`config.mk`:
```
export PLATFORM = sky130hd
export DESIGN_NAME = wdft_top
export DESIGN_NICKNAME = d
export VERILOG_FILES = /design/src/rtl/wdft_pkg.sv /design/src/rtl/wdft_preadd.sv /design/src/rtl/wdft_rotmul.sv /design/src/rtl/wdft_postadd.sv /design/src/rtl/wdft_top.sv
export SDC_FILE = /design/constraint.sdc
export NUM_CORES = 2
export LEC_CHECK = 0
export ABC_AREA = 1
export ABC_CLOCK_PERIOD_IN_PS = 14700
export CAP_MARGIN = 15
export CORE_MARGIN = 1
export CORE_UTILIZATION = 40
export DETAILED_ROUTE_END_ITERATION = 6
export GPL_ROUTABILITY_DRIVEN = 0
export SLEW_MARGIN = 5
export SYNTH_ARGS = -nofsm -noshare
export SYNTH_HDL_FRONTEND = slang
export SYNTH_SLANG_ARGS = --single-unit
```
`constraint.sdc`:
```
create_clock -name clk -period 14.7 [get_ports clk]
set_clock_uncertainty 0.15 [all_clocks]
set_input_delay 2.94 -clock clk [delete_from_list [all_inputs] [get_ports clk]]
set_output_delay 2.94 -clock clk [all_outputs]
set_load 0.01 [all_outputs]
```
`src/rtl/wdft_pkg.sv`:
```
`timescale 1ns/1ps
package wdft_pkg;
    localparam int PTS       = 8;
    localparam int HALF      = PTS / 2;
    localparam int LOG2_PTS  = $clog2(PTS);
    localparam int SMP_W     = 16;
    localparam int COEF_FRAC = 15;
    localparam int COEF_W    = COEF_FRAC + 1;
    localparam int W1        = SMP_W + 1;
    localparam int W2        = SMP_W + 2;
    localparam int W3        = SMP_W + 3;
    localparam int W5        = SMP_W + 4;
    localparam int PW        = W3 + COEF_W;
    localparam int LAT       = 5;

    // cos(pi/4) in Q1.15
    localparam logic signed [COEF_W-1:0] ROT_COEF = 16'sd23170;
    localparam logic signed [PW-1:0]     MUL_RND  = PW'(1 << (COEF_FRAC - 1));
    localparam logic signed [W5-1:0]     SCL_RND  = W5'(PTS / 2);
    localparam logic signed [W5-1:0]     SAT_HI   = W5'((1 << (SMP_W - 1)) - 1);
    localparam logic signed [W5-1:0]     SAT_LO   = -W5'(1 << (SMP_W - 1));

    typedef struct packed { logic signed [SMP_W-1:0] re; logic signed [SMP_W-1:0] im; } smp_t;
    typedef struct packed { logic signed [W1-1:0] re; logic signed [W1-1:0] im; } cx1_t;
    typedef struct packed { logic signed [W2-1:0] re; logic signed [W2-1:0] im; } cx2_t;
    typedef struct packed { logic signed [W3-1:0] re; logic signed [W3-1:0] im; } cx3_t;
    typedef struct packed { logic signed [W5-1:0] re; logic signed [W5-1:0] im; } cx5_t;

    // evn[k] holds bin 2k; p/q feed odd bins; ru/rv are the rotation operands
    typedef struct packed {
        cx3_t [HALF-1:0] evn;
        cx3_t            p;
        cx3_t            q;
        cx3_t            ru;
        cx3_t            rv;
    } weave_t;

    function automatic logic signed [W3-1:0] rot_mul(input logic signed [W3-1:0] s);
        logic signed [PW-1:0] prod;
        prod = PW'(s) * PW'(ROT_COEF);
        prod = prod + MUL_RND;
        prod = prod >>> COEF_FRAC;
        return prod[W3-1:0];
    endfunction

    function automatic logic signed [SMP_W-1:0] scale_sat(input logic signed [W5-1:0] v);
        logic signed [W5-1:0] t;
        t = (v + SCL_RND) >>> LOG2_PTS;
        if (t > SAT_HI)      return SAT_HI[SMP_W-1:0];
        else if (t < SAT_LO) return SAT_LO[SMP_W-1:0];
        else                 return t[SMP_W-1:0];
    endfunction

    function automatic logic [W3-1:0] mag3(input logic signed [W3-1:0] v);
        return (v < 0) ? -v : v;
    endfunction
endpackage

```
`src/rtl/wdft_preadd.sv`:
```
`timescale 1ns/1ps
module wdft_preadd
    import wdft_pkg::*;
(
    input  logic                 clk,
    input  logic                 rst,
    input  smp_t [PTS-1:0]       x,
    output weave_t               mid
);
    cx1_t [HALF-1:0] sum_q, dif_q;
    cx2_t c0_q, c1_q, d0_q, d1_q, p_q, q_q, u_q, v_q;

    // stage 1: butterflies across the two halves
    always_ff @(posedge clk) begin
        for (int n = 0; n < HALF; n++) begin
            sum_q[n].re <= W1'(x[n].re) + W1'(x[n+HALF].re);
            sum_q[n].im <= W1'(x[n].im) + W1'(x[n+HALF].im);
            dif_q[n].re <= W1'(x[n].re) - W1'(x[n+HALF].re);
            dif_q[n].im <= W1'(x[n].im) - W1'(x[n+HALF].im);
        end
    end

    // stage 2: second butterfly level, -j and +j folded as swaps
    always_ff @(posedge clk) begin
        c0_q.re <= W2'(sum_q[0].re) + W2'(sum_q[2].re);
        c0_q.im <= W2'(sum_q[0].im) + W2'(sum_q[2].im);
        c1_q.re <= W2'(sum_q[0].re) - W2'(sum_q[2].re);
        c1_q.im <= W2'(sum_q[0].im) - W2'(sum_q[2].im);
        d0_q.re <= W2'(sum_q[1].re) + W2'(sum_q[3].re);
        d0_q.im <= W2'(sum_q[1].im) + W2'(sum_q[3].im);
        d1_q.re <= W2'(sum_q[1].re) - W2'(sum_q[3].re);
        d1_q.im <= W2'(sum_q[1].im) - W2'(sum_q[3].im);
        p_q.re  <= W2'(dif_q[0].re) + W2'(dif_q[2].im);
        p_q.im  <= W2'(dif_q[0].im) - W2'(dif_q[2].re);
        q_q.re  <= W2'(dif_q[0].re) - W2'(dif_q[2].im);
        q_q.im  <= W2'(dif_q[0].im) + W2'(dif_q[2].re);
        u_q.re  <= W2'(dif_q[1].re) + W2'(dif_q[3].im);
        u_q.im  <= W2'(dif_q[1].im) - W2'(dif_q[3].re);
        v_q.re  <= W2'(dif_q[1].re) - W2'(dif_q[3].im);
        v_q.im  <= W2'(dif_q[1].im) + W2'(dif_q[3].re);
    end

    // stage 3: even bins complete, rotation operands prepared
    always_ff @(posedge clk) begin
        mid.evn[0].re <= W3'(c0_q.re) + W3'(d0_q.re);
        mid.evn[0].im <= W3'(c0_q.im) + W3'(d0_q.im);
        mid.evn[2].re <= W3'(c0_q.re) - W3'(d0_q.re);
        mid.evn[2].im <= W3'(c0_q.im) - W3'(d0_q.im);
        mid.evn[1].re <= W3'(c1_q.re) + W3'(d1_q.im);
        mid.evn[1].im <= W3'(c1_q.im) - W3'(d1_q.re);
        mid.evn[3].re <= W3'(c1_q.re) - W3'(d1_q.im);
        mid.evn[3].im <= W3'(c1_q.im) + W3'(d1_q.re);
        mid.p.re      <= W3'(p_q.re);
        mid.p.im      <= W3'(p_q.im);
        mid.q.re      <= W3'(q_q.re);
        mid.q.im      <= W3'(q_q.im);
        mid.ru.re     <= W3'(u_q.re) + W3'(u_q.im);
        mid.ru.im     <= W3'(u_q.im) - W3'(u_q.re);
        mid.rv.re     <= W3'(v_q.re) + W3'(v_q.im);
        mid.rv.im     <= W3'(v_q.im) - W3'(v_q.re);
    end

    // ---- checking ----
    logic [1:0]            age;
    logic signed [W3-1:0]  in_sum_re;

    always_ff @(posedge clk) begin
        if (rst)             age <= '0;
        else if (age != 2'd3) age <= age + 2'd1;
    end

    always_comb begin
        in_sum_re = '0;
        for (int n = 0; n < PTS; n++) in_sum_re = in_sum_re + W3'(x[n].re);
    end

    assert_dc_bin_R6: assert property (@(posedge clk) disable iff (rst)
        (age == 2'd3) |-> (mid.evn[0].re == $past(in_sum_re, 3)));
endmodule

```
`src/rtl/wdft_rotmul.sv`:
```
`timescale 1ns/1ps
module wdft_rotmul
    import wdft_pkg::*;
(
    input  logic   clk,
    input  logic   rst,
    input  weave_t mid,
    output weave_t prd
);
    // the single point-wise constant multiply stage
    always_ff @(posedge clk) begin
        prd.evn   <= mid.evn;
        prd.p     <= mid.p;
        prd.q     <= mid.q;
        prd.ru.re <= rot_mul(mid.ru.re);
        prd.ru.im <= rot_mul(mid.ru.im);
        prd.rv.re <= rot_mul(mid.rv.re);
        prd.rv.im <= rot_mul(mid.rv.im);
    end

    logic warm;
    always_ff @(posedge clk) begin
        if (rst) warm <= 1'b0;
        else     warm <= 1'b1;
    end

    assert_rot_shrink_R1: assert property (@(posedge clk) disable iff (rst)
        warm |-> (mag3(prd.ru.re) <= mag3($past(mid.ru.re)) &&
                  mag3(prd.rv.im) <= mag3($past(mid.rv.im))));
endmodule

```
`src/rtl/wdft_postadd.sv`:
```
`timescale 1ns/1ps
module wdft_postadd
    import wdft_pkg::*;
(
    input  logic           clk,
    input  logic           rst,
    input  weave_t         prd,
    output smp_t [PTS-1:0] y
);
    cx5_t [PTS-1:0] full;

    always_comb begin
        for (int k = 0; k < HALF; k++) begin
            full[2*k].re = W5'(prd.evn[k].re);
            full[2*k].im = W5'(prd.evn[k].im);
        end
        full[1].re = W5'(prd.p.re) + W5'(prd.ru.re);
        full[1].im = W5'(prd.p.im) + W5'(prd.ru.im);
        full[5].re = W5'(prd.p.re) - W5'(prd.ru.re);
        full[5].im = W5'(prd.p.im) - W5'(prd.ru.im);
        full[3].re = W5'(prd.q.re) + W5'(prd.rv.im);
        full[3].im = W5'(prd.q.im) - W5'(prd.rv.re);
        full[7].re = W5'(prd.q.re) - W5'(prd.rv.im);
        full[7].im = W5'(prd.q.im) + W5'(prd.rv.re);
    end

    for (genvar k = 0; k < PTS; k++) begin : g_scale
        always_ff @(posedge clk) begin
            y[k].re <= scale_sat(full[k].re);
            y[k].im <= scale_sat(full[k].im);
        end
    end

    logic warm;
    always_ff @(posedge clk) begin
        if (rst) warm <= 1'b0;
        else     warm <= 1'b1;
    end

    assert_odd_zero_R7: assert property (@(posedge clk) disable iff (rst)
        (warm && $past(prd.p == '0 && prd.q == '0 && prd.ru == '0 && prd.rv == '0))
        |-> (y[1] == '0 && y[3] == '0 && y[5] == '0 && y[7] == '0));
endmodule

```
`src/rtl/wdft_top.sv`:
```
`timescale 1ns/1ps
module wdft_top
    import wdft_pkg::*;
(
    input  logic                        clk,
    input  logic                        rst,
    input  logic                        in_valid,
    input  logic [PTS-1:0][SMP_W-1:0]   in_re,
    input  logic [PTS-1:0][SMP_W-1:0]   in_im,
    output logic                        out_valid,
    output logic [PTS-1:0][SMP_W-1:0]   out_re,
    output logic [PTS-1:0][SMP_W-1:0]   out_im
);
    smp_t [PTS-1:0] col_in;
    smp_t [PTS-1:0] col_out;
    weave_t         mid;
    weave_t         prd;
    logic [LAT-1:0] vld_sr;

    for (genvar n = 0; n < PTS; n++) begin : g_lanes
        assign col_in[n].re = in_re[n];
        assign col_in[n].im = in_im[n];
        assign out_re[n]    = col_out[n].re;
        assign out_im[n]    = col_out[n].im;
    end

    wdft_preadd  u_pre  (.clk(clk), .rst(rst), .x(col_in), .mid(mid));
    wdft_rotmul  u_mul  (.clk(clk), .rst(rst), .mid(mid), .prd(prd));
    wdft_postadd u_post (.clk(clk), .rst(rst), .prd(prd), .y(col_out));

    always_ff @(posedge clk) begin
        if (rst) vld_sr <= '0;
        else     vld_sr <= {vld_sr[LAT-2:0], in_valid};
    end
    assign out_valid = vld_sr[LAT-1];

    assert_valid_rise_R3: assert property (@(posedge clk) disable iff (rst)
        in_valid |-> ##LAT out_valid);
    assert_valid_low_R3: assert property (@(posedge clk) disable iff (rst)
        !in_valid |-> ##LAT !out_valid);
    assert_reset_clear_R4: assert property (@(posedge clk)
        rst |=> !out_valid);
endmodule

```
==> impl_metrics.ini <==
[sta]
tns_ns = 0
fin_ws_ns = 8.97
fin_crit_sh_pct = 39.0
min_period_ns = 5.73
max_slew_margin_pct = 33.5
max_freq_mhz = 175
tightestPinTransition_ns = 0.991
slew_viol_final = 0
rsz0062_at_grt = no
hold_viol = 0
setup_viol_count_final = 0

[synth]
synth_cell_types = 58
async_reset_ff_share_pct = 0
yosys-top-cells-area = dfxtp_1 29%, ha_1 21%, nand2_1 8.3%
yosys.area.top_type_share_pct = 28.9
syn_nets = 13900
synth_edf_count = 0
ys_warn_count = 0
synth_area_sq_mm = 0.0946
synth_flop_cell = dfxtp_1
syn_area_per_cell_sq_um = 8.03
ys_ff_latch = 1366
yosysSeqAreaShare_pct = 28.9
synth.largest_area_cell = dfxtp_1
synth_cells = 11800

[detailed_routing]
wl_per_cell_um = 17.1
routed_wl_um = 264000
first_pass_iters = 6
ant_nets = 0
dr.first_iter.drc_count = 4959
vias_per_cell = 4.81
num_vias = 74400
route.detailed.drc = 0

[final_layout]
drive_gt1_share_pct = 2.51
nNetsFinal = 14300
area_delta_synth_final_pct = 14.0

[critical_path]
crit_chain = ha_1 > fa_1 > inv_1 > fa_1 > fa_1 > fa_1 > ha_1 > ha_1 > nand2_1 > nor2_1 > and2_1 > nand4_1 > nand3_1 > nand2_1 > nand2_1 > nand3_1 > nor2_1 > nand3_1 > nand2_1 > nand2_1
reg2reg_depth = 20
reg2reg_from = u_pre.mid[75]$_DFF_P_
r2r-end = u_mul.prd[70]$_DFF_P_
cp_max_fo = 18
crit_slowest_cell = dfxtp_1
slowest_delay_ns = 0.83
critical_path_arrival_ns = 6.30
worstPathRequired_ns = 15.27
critPathLaunchType = flip-flop
path_class = flip-flop to flip-flop
critPathMostFrequentCell = nand2_1
rrSetupSlack_ns = 8.97
crit_family = adder cells
crit_buf_inv = 1
worstSetupEndpointType = flip-flop

[clocking]
cts_buffers = 149
cts_sinks = 1366
cts_tree = yes
cts_buffer_depth = 3
hold_buffers = 0
clkTransAtPathRegs_ns = 0.06
post_cts_buffers = 0
post_cts_resized = 0
cts-root-buf = clkbuf_16
cts_max_level = 4
clkLatencyLatePin_ns = 0.84

[hold_path]
hp-class = flip-flop to flip-flop
hold_start = u_pre.q_q[31]$_DFF_P_
hold_depth = 0
whs_endpoint = u_pre.mid[108]$_DFF_P_

[run_status]
status = finished clean

[die]
die_w_um = 488
placeableCoreArea_sq_mm = 0.235
die_h_um = 488
io_pins = 516
rows = 178
start_util_pct = 40.2
dieArea_sq_mm = 0.239

[global_route]
antenna_found_initial = 23
overflow = 0
grt_usage_pct = 21.8
first_global_vias = 71000
grt_start_max_net_pins = 21
grt_pass1_wl_um = 404000

[placement]
place_hpwl_um = 224000
io_buffers = 515
dp_worst_setup_slack_ns = 8.52

[job]
cap_violations = 0
## worst max-delay path by stage
stage / to / startpoint / cells past startpoint
after detailed placement: u_pre.dif_q[101]$_DFF_P_ / in_re[32] / 14
after global routing: u_mul.prd[54]$_DFF_P_ / u_pre.mid[56]$_DFF_P_ / 21
final: u_mul.prd[70]$_DFF_P_ / u_pre.mid[75]$_DFF_P_ / 20
after floorplan: u_mul.prd[17]$_DFF_P_ / u_pre.mid[57]$_DFF_P_ / 24
after global placement: u_pre.dif_q[101]$_DFF_P_ / in_re[32] / 14
after CTS: u_mul.prd[17]$_DFF_P_ / u_pre.mid[57]$_DFF_P_ / 25
## Yosys cell counts (all sizes together), types with 16 or more instances
cell,n
nor4,40
a21boi,58
nand2,2112
o31ai,85
ha,1563
a21oi,921
nor3,159
inv,2071
fa,319
or2,17
a31oi,31
nand4,107
nand3b,48
o21a,28
o21bai,63
a21o,54
xnor2,150
clkbuf,208
o21ai,401
buf,39
nor2,714
nand3,365
dfxtp,1366
and2,16
xor2,776
## layer usage
metal,up-vias,track usage [%],part of all wire (%)
li1,38200,-,-
met2,1922,33.8,43
met3,318,2.94,5.6
met1,34000,31.1,49
met5,-,0,0.020
met4,8,6.45,2.8
## registers in the layout (all words and copies together) (netlist names)
name	flops
u_mul.prd	282
u_pre.mid	279
u_post.y	256
u_pre.sum_q	136
u_pre.dif_q	128
u_pre.c0_q	36
u_pre.d0_q	36
u_pre.p_q	36
u_pre.u_q	36
u_pre.c1_q	34
u_pre.d1_q	34
u_pre.q_q	34
u_pre.v_q	34
vld_sr	5
## placed cells by master, fill, tap and decap left out, types with 63 or more instances in the layout
master              n
clkbuf_16         150
ha_1             1563
fa_1              319
nand4_1           106
o21ai_1           100
a21oi_1           919
nor3_1            150
nand3_1           362
o31ai_1            85
inv_1            2068
clkdlybuf4s50_1   515
o21ai_0           301
xor2_1            775
nand2_1          2104
dfxtp_1          1366
nor2_1            694
xnor2_1           150
o21bai_1           63
## layout make-up
class / instances / area [sq um]
clock buffers: 192 / 4080
well taps: 3150 / 3940
inverters: 2081 / 7810
multi-input cells: 8092 / 58500
clock inverters: 76 / 1070
repair buffers: 517 / 5170
flip-flops and latches: 1366 / 27300
diodes: 11 / 27.5
fillers: 23400 / 127000
## per-stage QoR
step                util, %  area (sq um)  instances  hold WS [ns]
floorplan                 -         94600      11800         0.160
CTS                    45.9        108000      15500         0.149
detailed placement     43.7        103000      15200         0.162
global placement       43.7        103000      15200         0.160
finish                 45.9        108000      15500         0.157
global route           45.9        108000      15500         0.161
## cell families (layout without fill, tap and decap cells)
logic type               count (synthesis)  after routing  share of synthesized area (%)
adder cells (fa/ha/maj)               1882           1882                           27.4
AND/OR/NAND/NOR                       3589           3589                           15.9
buffers and inverters                 2328           2866                           9.31
AO/OA/AOI/OAI                         1695           1695                           9.94
other                                    0             11                              0
flip-flops                            1366           1366                           28.9
XOR/XNOR                               926            926                           8.58
Power is not shown: default switching activity piles up to over one toggle a cycle in this logic, so the estimate is an artifact.
